## src/rtl/tsq_pkg.sv

```systemverilog
package tsq_pkg;

    // Smallest width whose range covers ceil(2 * n * tmax / ta) ticks.
    function automatic int stamp_width(input int n, input int tmax, input int ta);
        int span;
        int w;
        span = (2 * n * tmax + ta - 1) / ta;
        w = 1;
        while ((1 << w) < span) begin
            w++;
        end
        return w;
    endfunction

endpackage

```

## src/rtl/tsq_ticker.sv

```systemverilog
module tsq_ticker #(
    parameter int ARRIVAL_IVL = 1,
    parameter int STAMP_W     = 5
) (
    input  logic               clk,
    input  logic               rst_n,
    output logic [STAMP_W-1:0] now_o
);
    localparam int DIV_W = (ARRIVAL_IVL > 1) ? $clog2(ARRIVAL_IVL) : 1;
    localparam logic [DIV_W-1:0] DIV_LAST = DIV_W'(ARRIVAL_IVL - 1);

    typedef struct packed {
        logic [DIV_W-1:0]   div;
        logic [STAMP_W-1:0] now;
    } tick_st_t;

    tick_st_t st_d, st_q;

    always_comb begin
        st_d = st_q;
        if (st_q.div == DIV_LAST) begin
            st_d.div = '0;
            st_d.now = st_q.now + 1'b1;
        end else begin
            st_d.div = st_q.div + 1'b1;
        end
    end

    always_ff @(posedge clk or negedge rst_n) begin
        if (!rst_n) st_q <= '0;
        else        st_q <= st_d;
    end

    assign now_o = st_q.now;

    // the count only ever moves forward by one step
    assert_tick_step_R11: assert property (@(posedge clk) disable iff (!rst_n)
        (now_o != $past(now_o)) |-> (now_o == STAMP_W'($past(now_o) + 1'b1)));

endmodule

```

## src/rtl/tsq_stamp_bank.sv

```systemverilog
module tsq_stamp_bank #(
    parameter int N_REQ   = 4,
    parameter int STAMP_W = 5
) (
    input  logic                           clk,
    input  logic                           rst_n,
    input  logic [N_REQ-1:0]               req_i,
    input  logic [N_REQ-1:0]               clr_i,
    input  logic [STAMP_W-1:0]             now_i,
    output logic [N_REQ-1:0]               valid_o,
    output logic [N_REQ-1:0][STAMP_W-1:0]  stamp_o
);
    typedef struct packed {
        logic [N_REQ-1:0]              req_prev;
        logic [N_REQ-1:0]              valid;
        logic [N_REQ-1:0][STAMP_W-1:0] stamp;
    } bank_st_t;

    bank_st_t st_d, st_q;

    always_comb begin
        st_d = st_q;
        st_d.req_prev = req_i;
        for (int i = 0; i < N_REQ; i++) begin
            if (clr_i[i]) begin
                st_d.valid[i] = 1'b0;
            end else if (req_i[i] && !st_q.req_prev[i] && !st_q.valid[i]) begin
                st_d.valid[i] = 1'b1;
                st_d.stamp[i] = now_i;
            end
        end
    end

    always_ff @(posedge clk or negedge rst_n) begin
        if (!rst_n) st_q <= '0;
        else        st_q <= st_d;
    end

    assign valid_o = st_q.valid;
    assign stamp_o = st_q.stamp;

    for (genvar g = 0; g < N_REQ; g++) begin : g_chk
        // a pending stamp never changes until its entry is released
        assert_stamp_held_R6: assert property (@(posedge clk) disable iff (!rst_n)
            (st_q.valid[g] && !clr_i[g]) |=> (st_q.valid[g] && $stable(st_q.stamp[g])));
        // a line with no rising transition creates no entry
        assert_no_level_stamp_R6: assert property (@(posedge clk) disable iff (!rst_n)
            (!st_q.valid[g] && !(req_i[g] && !st_q.req_prev[g])) |=> !st_q.valid[g]);
    end

endmodule

```

## src/rtl/tsq_oldest_pick.sv

```systemverilog
module tsq_oldest_pick #(
    parameter int N_REQ   = 4,
    parameter int STAMP_W = 5
) (
    input  logic [N_REQ-1:0]              valid_i,
    input  logic [N_REQ-1:0][STAMP_W-1:0] stamp_i,
    input  logic [STAMP_W-1:0]            now_i,
    output logic [N_REQ-1:0]              pick_o,
    output logic                          any_o
);
    logic [N_REQ-1:0][STAMP_W-1:0] age;
    logic [STAMP_W-1:0]            best_age;
    logic                          found;

    // modular age: the distance the counter has moved since the stamp
    for (genvar g = 0; g < N_REQ; g++) begin : g_age
        assign age[g] = now_i - stamp_i[g];
    end

    // strict greater-than keeps the lowest index on equal ages
    always_comb begin
        pick_o   = '0;
        best_age = '0;
        found    = 1'b0;
        for (int i = 0; i < N_REQ; i++) begin
            if (valid_i[i] && (!found || age[i] > best_age)) begin
                pick_o    = '0;
                pick_o[i] = 1'b1;
                best_age  = age[i];
                found     = 1'b1;
            end
        end
        any_o = found;
    end

endmodule

```

## src/rtl/tsq_arbiter.sv

```systemverilog
module tsq_arbiter #(
    parameter int N_REQ       = 4,
    parameter int ARRIVAL_IVL = 1,
    parameter int MAX_SVC     = 4
) (
    input  logic             clk,
    input  logic             rst_n,
    input  logic [N_REQ-1:0] req_i,
    input  logic             done_i,
    output logic [N_REQ-1:0] grant_o
);
    localparam int STAMP_W = tsq_pkg::stamp_width(N_REQ, MAX_SVC, ARRIVAL_IVL);

    typedef struct packed {
        logic [N_REQ-1:0] grant;
    } arb_st_t;

    arb_st_t st_d, st_q;

    logic [STAMP_W-1:0]            now;
    logic [N_REQ-1:0]              valid;
    logic [N_REQ-1:0][STAMP_W-1:0] stamps;
    logic [N_REQ-1:0]              pick;
    logic                          pick_any;
    logic [N_REQ-1:0]              release_vec;

    assign release_vec = st_q.grant & {N_REQ{done_i}};

    tsq_ticker #(
        .ARRIVAL_IVL (ARRIVAL_IVL),
        .STAMP_W     (STAMP_W)
    ) u_ticker (
        .clk   (clk),
        .rst_n (rst_n),
        .now_o (now)
    );

    tsq_stamp_bank #(
        .N_REQ   (N_REQ),
        .STAMP_W (STAMP_W)
    ) u_bank (
        .clk     (clk),
        .rst_n   (rst_n),
        .req_i   (req_i),
        .clr_i   (release_vec),
        .now_i   (now),
        .valid_o (valid),
        .stamp_o (stamps)
    );

    tsq_oldest_pick #(
        .N_REQ   (N_REQ),
        .STAMP_W (STAMP_W)
    ) u_pick (
        .valid_i (valid),
        .stamp_i (stamps),
        .now_i   (now),
        .pick_o  (pick),
        .any_o   (pick_any)
    );

    always_comb begin
        st_d = st_q;
        if (|st_q.grant) begin
            if (done_i) st_d.grant = '0;
        end else if (pick_any) begin
            st_d.grant = pick;
        end
    end

    always_ff @(posedge clk or negedge rst_n) begin
        if (!rst_n) st_q <= '0;
        else        st_q <= st_d;
    end

    assign grant_o = st_q.grant;

    // never more than one holder
    assert_grant_onehot_R1: assert property (@(posedge clk) disable iff (!rst_n)
        $onehot0(grant_o));
    // the holder owns a pending stamp
    assert_grant_pending_R2: assert property (@(posedge clk) disable iff (!rst_n)
        (|grant_o) |-> (|(grant_o & valid)));
    // no change of holder without a release
    assert_grant_hold_R4: assert property (@(posedge clk) disable iff (!rst_n)
        ((|grant_o) && !done_i) |=> (grant_o == $past(grant_o)));
    // a release frees the resource at once
    assert_release_free_R4: assert property (@(posedge clk) disable iff (!rst_n)
        ((|grant_o) && done_i) |=> (grant_o == '0));
    // the released entry is gone
    assert_release_clears_R5: assert property (@(posedge clk) disable iff (!rst_n)
        ((|grant_o) && done_i) |=> ((valid & $past(grant_o)) == '0));
    // a free resource with a pending stamp is granted on the next edge
    assert_idle_grant_R10: assert property (@(posedge clk) disable iff (!rst_n)
        ((grant_o == '0) && (|valid)) |=> (|grant_o));

endmodule

```

## config.mk

```make
export PLATFORM = sky130hd
export DESIGN_NAME = tsq_arbiter
export DESIGN_NICKNAME = d
export VERILOG_FILES = /design/src/rtl/tsq_pkg.sv /design/src/rtl/tsq_ticker.sv /design/src/rtl/tsq_stamp_bank.sv /design/src/rtl/tsq_oldest_pick.sv /design/src/rtl/tsq_arbiter.sv
export SDC_FILE = /design/constraint.sdc
export NUM_CORES = 1
export LEC_CHECK = 0
export BUFFER_PORTS_ARGS = -buffer_cell sky130_fd_sc_hd__buf_2
export CAP_MARGIN = 15
export CORE_MARGIN = 2
export CORE_UTILIZATION = 56
export DETAILED_ROUTE_END_ITERATION = 8
export PLACE_DENSITY = 0.76
export SETUP_SLACK_MARGIN = 0.1
export SYNTH_ARGS = -nofsm -noshare
export SYNTH_HDL_FRONTEND = slang
export SYNTH_SLANG_ARGS = --single-unit
```

## constraint.sdc

```tcl
create_clock -name clk -period 5.4 [get_ports clk]
set_clock_uncertainty 0.05 [all_clocks]
set_input_delay 0.81 -clock clk [delete_from_list [all_inputs] [get_ports clk]]
set_output_delay 0.81 -clock clk [all_outputs]
set_load 0.01 [all_outputs]
```

# Word-level counts from Yosys, hierarchy flattened
# Index checks and enable logic that the tools add are counted.
# W data, S select, Z words.
# op_classes
mux	23
addsub	6
n_bitwise	5
n_eq_ne	1
n_reduce_logical	36
magnitude_cmp	3
# ops
operator	n
$mux W4	6
$sub A5 B5 Y5	4
$gt A5 B5 Y1	3
$mux W5	3
$mux W1	14
$logic_and A1 B1 Y1	11
$logic_not A1 Y1	11
$reduce_and A2 Y1	5
$reduce_bool A2 Y1	5
$add A5 B1 Y5 const B	1
$and A4 B4 Y4	1
$not A1 Y1	4
$reduce_or A4 Y1	1
$logic_or A1 B1 Y1	3
$ne A2 B2 Y1 const B	1
$add A1 B1 Y1 const B	1
# totals
word_cells	86
output_inout_bits	4
register_bits	38
in_bits	7

# Depth between registers and ports, before layout
# Gate-level depths: netlist (run 1).
# depth
word_depth	16
ltp_mapped	26
mapped_depth_nobuf	26

# Modules after synthesis
# A second synthesis (run 1) with hierarchy kept.
# hier_totals
hier_cells	272
area_unflattened_um2	2856.5
# by_module_without_submodules
mod	seq_area_each_um2	n_inst	cells_each	area_per_inst_um2
tsq_stamp_bank	700.7	1	88	1261.2
tsq_oldest_pick	0.0	1	151	1212.4
tsq_arbiter	100.1	1	21	205.2
tsq_ticker	125.1	1	12	177.7

# Worst setup path after synthesis (run 1)
# No wires, ideal clock.
# synth_timing
kind	register to register
from	register u_ticker.st_q, in the netlist u_ticker.now_o[0]
to	register st_q, in the netlist grant_o[0]
setup_slack_ns	-0.323
arrival_time_ns	5.605
path_buffers	0
required_time_ns	5.282
synth_period_minus_slack_ns	5.723
path_stages_with_launch	25
setup_time_ns	0.068
cell_sequence	dfrtp_1 -> inv_1 -> ha_1 -> inv_1 -> fa_1 -> a21o_1 -> a21oi_1 -> mux2i_1 -> inv_1 -> ha_1 -> nand4_1 -> or2_1 -> a31oi_1 -> mux2_2 -> ha_1 -> a21o_1 -> a21oi_1 -> o221ai_1 -> and2_1 -> o31ai_1 -> ha_1 -> a21o_1 -> a221o_1 -> a311oi_1 -> a32o_1
# synth_via
elab_chain_cells	16
elab_cells_between_ends	28
classes_between	4 x add/sub; 3 x order compare; 11 x mux; 10 x reduce/logical
# synth_lines
element	line	text
from (decl)	tsq_ticker.sv:17	tick_st_t st_d, st_q;
from (signal assigned)	tsq_ticker.sv:31	else st_q <= st_d;
$sub A5 B5 Y5	tsq_oldest_pick.sv:17	assign age[g] = now_i - stamp_i[g];
$mux W5	tsq_oldest_pick.sv:26	if (valid_i[i] && (!found || age[i] > best_age)) begin
$gt A5 B5 Y1	tsq_oldest_pick.sv:26	
$logic_or A1 B1 Y1	tsq_oldest_pick.sv:26	
$logic_and A1 B1 Y1	tsq_oldest_pick.sv:26	
$mux W5 or $mux W1 (tied branches)	tsq_oldest_pick.sv:26	
$gt A5 B5 Y1 or $logic_not A1 Y1 (tied branches)	tsq_oldest_pick.sv:26	
$logic_or A1 B1 Y1	tsq_oldest_pick.sv:26	
$logic_and A1 B1 Y1	tsq_oldest_pick.sv:26	
$mux W5 or $mux W1 (tied branches)	tsq_oldest_pick.sv:26	
$gt A5 B5 Y1 or $logic_not A1 Y1 (tied branches)	tsq_oldest_pick.sv:26	
$logic_or A1 B1 Y1	tsq_oldest_pick.sv:26	
$logic_and A1 B1 Y1	tsq_oldest_pick.sv:26	
$mux W4 or $mux W1 (tied branches)	tsq_oldest_pick.sv:26	
$mux W4 or $reduce_bool A2 Y1 (tied branches)	n/a	
$mux W4 or $reduce_and A2 Y1 (tied branches)	n/a	
to (signal assigned)	tsq_arbiter.sv:73	else st_q <= st_d;
to (decl)	tsq_arbiter.sv:18	arb_st_t st_d, st_q;
# Parallel ways exist; a longest one is shown, timed or not. The select of a mux whose other input is x is not followed.
# A chain may end at the register's enable or synchronous reset.

# Worst setup path after layout (run 1)
# layout_timing
from	register u_ticker.st_q, in the netlist u_ticker.now_o[0]
to	register st_q, in the netlist grant_o[1]
# The elaborated chain is that of the path after synthesis.

==> results of run 1 <==
==> routing by layer <==
layer	track usage, %	vias to the layer above
met4	11.11	0
met3	3.797	16
met5	0	-
met1	32.90	961
li1	-	938
met2	39.61	39
==> path summary, 6_finish.rpt <==
check                                           to         startpoint  depth (start not counted)  slack, ns
worst max-delay path                    grant_o[1]  u_ticker.now_o[0]                         24      -0.27
worst max register to register          grant_o[1]  u_ticker.now_o[0]                         24      -0.27
min in group asynchronous       u_bank.stamp_o[18]              rst_n                          1       0.55
worst min register to register   u_bank.stamp_o[5]  u_bank.stamp_o[5]                          2       0.44
worst min-delay path             u_bank.stamp_o[5]  u_bank.stamp_o[5]                          2       0.44
max in group asynchronous        u_ticker.now_o[1]              rst_n                          1       4.20
==> worst min-delay path: stages (launching register included) <==
cell and delay, ns:
dfrtp_1 0.35, nand2_1 0.04, o21ai_0 0.06
==> sequential cells by signal (all words and copies together) (netlist names) <==
register and count:
u_bank.stamp_o 20, u_ticker.now_o 5, grant_o 4, u_bank.st_q 4
u_bank.valid_o 4
==> cells in the mapped netlist (4+ instances only) <==
library cell,count
o21ai_0,8
nor2_1,8
a22oi_1,4
inv_1,32
nand2b_1,5
fa_1,4
mux2_2,18
a21o_1,9
xor2_1,4
a21oi_1,11
nand3_1,7
dfrtp_1,37
ha_1,32
nand2_1,13
xnor2_1,11
==> kinds of logic after synthesis <==
family / count (synthesis) / synth area share (%)
buffers and inverters: 36 / 5.539
flip-flops: 37 / 36.60
XOR/XNOR: 15 / 5.193
multiplexers: 22 / 9.990
AO/OA/AOI/OAI: 50 / 13.45
AND/OR/NAND/NOR: 50 / 10.24
adder cells (fa/ha/maj): 36 / 18.99
==> final cells by class <==
type,count,area [um^2]
multi-input cells,173,1639
fillers,268,1227
flip-flops and latches,37,927.1
repair buffers,37,256.5
inverters,33,123.9
clock buffers,5,68.82
well taps,52,65.06
clock inverters,3,46.29
==> per-stage QoR <==
stage / area [um^2] / TNS (ns)
after floorplan: 2626 / 0
after global placement: 2845 / -0.3996
after detailed placement: 2845 / -0.7869
after CTS: 3057 / -0.4109
after global routing: 3127 / -1.558
final: 3127 / -0.7818
==> what timing repair did <==
action                     in CTS  in global routing
setup endpoints to repair       4                  4
pin swaps                      22                 18
buffers inserted                7                  4
gates resized for setup         7                  9
==> results.ini, run 1 <==
[routing]
ant_nets=0
post_drt_wl_per_cell_um=17.33
drc=0
avgViaCountPerCell=5.747
top_layer_used=met4
wl_met1_um=2803
met3_wirelength_um=157
first_iter_violations=95
vias=1954
dr.pass1.iters=4
route.met2.wl_um=2756
drt-total-wl_um=5892

[setup_path]
worstPathArrival_ns=5.85
crit_chain=inv_2 > ha_4 > inv_2 > fa_2 > a21o_1 > a21oi_2 > mux2i_2 > inv_2 > ha_4 > nand4_1 > or2_4 > a31o_4 > mux2_4 > ha_4 > nand4_1 > o221ai_2 > buf_4 > nand3_1 > o21a_1 > ha_1 > and3_4 > a221o_1 > a311oi_2 > a32o_1
slowest_stage=dfrtp_1
cp-end-kind=flop
worstPathRequired_ns=5.58
critPathBufInv=4
path_class=reg2reg
cpPeakStageDelay_ns=0.41
critPathTopFamily=compound AO/OA/AOI/OAI gates
start_kind=flop
path_max_fanout=4

[yosys]
synth_warnings=0
ys.flop_type=dfrtp_1
synth_cell_type_count=44
synth-seq-area-share_pct=36.60
yosysTopAreaCell=dfrtp_1
syn_avg_cell_area_um2=10.28
synth-async-reset-ratio_pct=100.0
synth_edf_count=0
synth_top_area_share_pct=36.60
synthesis.nets=289
ys_ff_latch=37
postSynthCellCount=246
syn_area_um2=2530
synthTopCellsByArea=dfrtp_1, ha_1, mux2_2

[final_layout]
final_common_cell=dfrtp_1
n_antenna_cell=0
final_cell_mix=dfrtp_1, inv_1, ha_1
stdcell_count=340
drive_gt1_share_pct=32.99
area.growth.synth_to_final_pct=23.59
utilization_pct=71.81
nets=330

[global_route]
grt_start_max_net_pins=38
grt_pass1_vias=2039
antenna_found_initial=0
grt_first_pass_wirelength_um=9632
overflow=0
grtUsageTotal_pct=24.56

[die]
io_pins=11
die_h_um=71.22
fp.dieW_um=71.22
dieArea_um2=5072
start_util_pct=58.10
rows=24
coreArea_um2=4354

[sta]
layout_setup_ws_ns=-0.2718
grt_setup_unrepaired=true
maxSlewHeadroom_pct=46.85
fin_crit_sh_pct=105.0
drv_slew=0
finalCriticalPeriod_ns=5.672
finalHoldViolations=0
max_freq_ghz=0.1763
whs_ns=0.4434
setup_viol=4
tightestPinTransition_ns=0.7972

[cts]
clock_latency_ns=0.29
cts_tree=built
root_buffer=clkbuf_8
hold_buffers=0
htreeDepth=2
cts_made_buffers=5
clockBufferDepth=2
clkSinkCount=37
path_clk_slew_ns=0.08

[worst_hold_path]
hold_path.class=reg2reg

[job]
drv_cap=0

[placed_design]
dp_hpwl_um=4096
dpl.cell_count=321
io_buffers=10
preCtsSetupSlack_ns=-0.2625
place_congestion=0.9025

[status]
status=finished, violations left
failed_checks=negative setup slack

Power of run 1 is left out: the tool's default activity adds up to more than one toggle a clock period on the data nets, which glitch-free logic cannot reach.
==> run 2, diff against run 1 <==
--- a/config.mk
+++ b/config.mk
@@ -7,6 +7,7 @@
 export LEC_CHECK = 0
 export BUFFER_PORTS_ARGS = -buffer_cell sky130_fd_sc_hd__buf_2
 export CAP_MARGIN = 15
+export CORE_ASPECT_RATIO = 1.5
 export CORE_MARGIN = 2
 export CORE_UTILIZATION = 56
 export DETAILED_ROUTE_END_ITERATION = 8
@@ -14,4 +15,5 @@
 export SETUP_SLACK_MARGIN = 0.1
 export SYNTH_ARGS = -nofsm -noshare
 export SYNTH_HDL_FRONTEND = slang
+export SYNTH_HIERARCHICAL = 1
 export SYNTH_SLANG_ARGS = --single-unit
==> run 2 against run 1 <==
  * The flow still finishes with violations (negative setup slack)
  * Utilization fell by 1.5 points
  * Die area rose by 12%
  * Clock-buffer cell count rose by 1
  * Worst hold slack improved by 0.018 ns
  * Critical endpoint unchanged
==> results.ini, run 2 <==
[sta]
whs_ns=0.4614  ; +0.01801 ns
layout_setup_ws_ns=-0.06069  ; +0.2111 ns
setup_viol=4  ; unchanged
drv_slew=0  ; unchanged
grt_setup_unrepaired=true
finalCriticalPeriod_ns=5.461  ; -0.2111 ns
tightestPinTransition_ns=0.7732  ; -0.02402 ns
fin_crit_sh_pct=101.1  ; -3.9 points
maxSlewHeadroom_pct=48.46  ; +1.6 points
finalHoldViolations=0  ; unchanged
tns_ns=-0.1114  ; +0.6704 ns
max_freq_ghz=0.1831  ; +3.9%

[global_route]
grt_start_max_net_pins=38  ; unchanged
grt_first_pass_wirelength_um=9446  ; -1.9%
overflow=0  ; unchanged
antenna_found_initial=0  ; unchanged
grtUsageTotal_pct=20.90  ; -3.7 points
grt_pass1_vias=2112  ; +3.6%

[setup_path]
critPathTopFamily=compound AO/OA/AOI/OAI gates
rrSetupSlack_ns=-0.06  ; +0.21 ns
worstPathRequired_ns=5.54  ; -0.04 ns
worstRegToRegCells=27  ; +13%
r2r_start=u_ticker/now_o[0]
path_class=reg2reg
critPathBufInv=5  ; +1
cp-end-kind=flop
slowest_stage=dfrtp_1
path_max_fanout=6  ; +2
r2r-end=grant_o[1]
worstPathArrival_ns=5.60  ; -0.25 ns
cpPeakStageDelay_ns=0.39  ; -0.02 ns
start_kind=flop

[final_layout]
stdcell_count=367  ; +7.9%
seqCellArea_um2=927.1  ; unchanged
final_common_cell=inv_1
nets=343  ; +3.9%
multi_input_area_um2=1867  ; +14%
largest_reg_flops=20  ; unchanged
n_fill_cell=366  ; +37%
drive_gt1_share_pct=42.19  ; +9.2 points
area.growth.synth_to_final_pct=20.32
final_cell_mix=inv_1, dfrtp_1, buf_4
n_antenna_cell=0  ; unchanged

[yosys]
postSynthCellCount=272  ; +11%
yosysTopAreaCell=dfrtp_1
synth_cell_type_count=44  ; unchanged
synthTopCellsByArea=dfrtp_1, ha_1, mux2_2
ys.flop_type=dfrtp_1
syn_area_um2=2856  ; +13%
synth_top_area_share_pct=32.41  ; -4.2 points
synth.most_common_cell=inv_1
synth_warnings=6  ; +6
synthesis.nets=315  ; +9.0%
synth-seq-area-share_pct=32.41  ; -4.2 points
synth-async-reset-ratio_pct=100.0  ; unchanged
syn_avg_cell_area_um2=10.50  ; +2.1%
ys_ff_latch=37  ; unchanged
synth_common_cells=inv_1, dfrtp_1, ha_1, buf_4, mux2_2
synth_edf_count=0  ; unchanged

[cts]
path_clk_slew_ns=0.07  ; about the same
cts_tree=built
root_buffer=clkbuf_8
clockBufferDepth=2  ; unchanged
clock_latency_ns=0.28  ; about the same
cts_made_buffers=5  ; unchanged
clkSinkCount=37  ; unchanged
htreeDepth=2  ; unchanged

[routing]
post_drt_wl_per_cell_um=15.59  ; -10%
first_iter_violations=27  ; -72%
vias=1968  ; +0.72%
ant_nets=0  ; unchanged
avgViaCountPerCell=5.362  ; -6.7%
drt-total-wl_um=5723  ; -2.9%
drc=0  ; unchanged
dr.pass1.iters=4  ; unchanged

[placed_design]
io_buffers=10  ; unchanged
preCtsSetupSlack_ns=-0.3164  ; -0.05390 ns
place_congestion=0.8203  ; -9.1%
dpl.cell_count=346  ; +7.8%
dp_hpwl_um=4225  ; +3.1%

[job]
drv_cap=0  ; unchanged

[die]
die_h_um=91.47  ; +28%
start_util_pct=58.45  ; +0.35 points
fp.dieW_um=62.32  ; -12%
coreArea_um2=4887  ; +12%
io_pins=11  ; unchanged
rows=31  ; +29%
dieArea_um2=5700  ; +12%

[status]
failed_checks=negative setup slack
status=finished, violations left

[worst_hold_path]
hold_path.class=reg2reg
hp-start=u_bank/stamp_o[7]
whs_path_depth=1  ; -1
holdPathEnd=u_bank/stamp_o[7]

run 2: repair_timing:
action	CTS	global route
resized for setup	23	16
hold buffers	0	0
buffers inserted	7	6
endpoints found under the setup margin	4	4
pin swaps	27	8
run 2: area by class of cell:
type	instances	share of cell area, %
tap	66	2.403
clock inverter	2	0.2912
clock buffer	6	2.111
multi-input combinational	170	54.31
timing repair buffer	47	9.647
sequential	37	26.97
inverter	39	4.259
run 2: cells by family after synthesis:
kind of cell	synth area share (%)
compound gates	10.38
xor+xnor	4.599
flops	32.41
mux	11.48
simple gates	12.57
fa+ha+maj	16.82
buf+inv	11.74
run 2: how the worst max path moves through the flow:
stage	startpoint	endpoint	slack [ns]	depth (start not counted)
after floorplan	u_ticker/now_o[0]	grant_o[1]	0.11	27
after global placement	u_ticker/now_o[0]	grant_o[1]	-0.17	28
after detailed placement	u_ticker/now_o[0]	grant_o[1]	-0.32	27
after CTS	u_ticker/now_o[0]	grant_o[1]	-0.04	29
after global routing	u_ticker/now_o[0]	grant_o[1]	-0.38	29
final	u_ticker/now_o[0]	grant_o[1]	-0.06	27
run 2: stage by stage:
| step | utilization, % | area [um^2] |
|---|---|---|
| 4_1_cts | 67.61 | 3304 |
| 6_report | 70.33 | 3437 |
| 3_3_place_gp | 62.21 | 3040 |
| 5_1_grt | 70.33 | 3437 |
| 2_1_floorplan | - | 2917 |
| 3_5_place_dp | 62.21 | 3040 |
run 2: metal layers:
layer	wire, um	GRT usage [%]
met1	2375	23.64
met2	3143	38.77
met3	84	2.107
met4	121	10.19
met5	0	0
run 2: worst reg2reg max path: cells and delay by family, from the launching register on:
kind            cells  cell delay [ns]
mux                 2             0.48
simple gates        4             0.50
flops               1             0.39
buf+inv             5             0.48
compound gates     10             1.89
fa+ha+maj           5             1.41
xor+xnor            1             0.16
Power of run 2 is left out for the same reason.
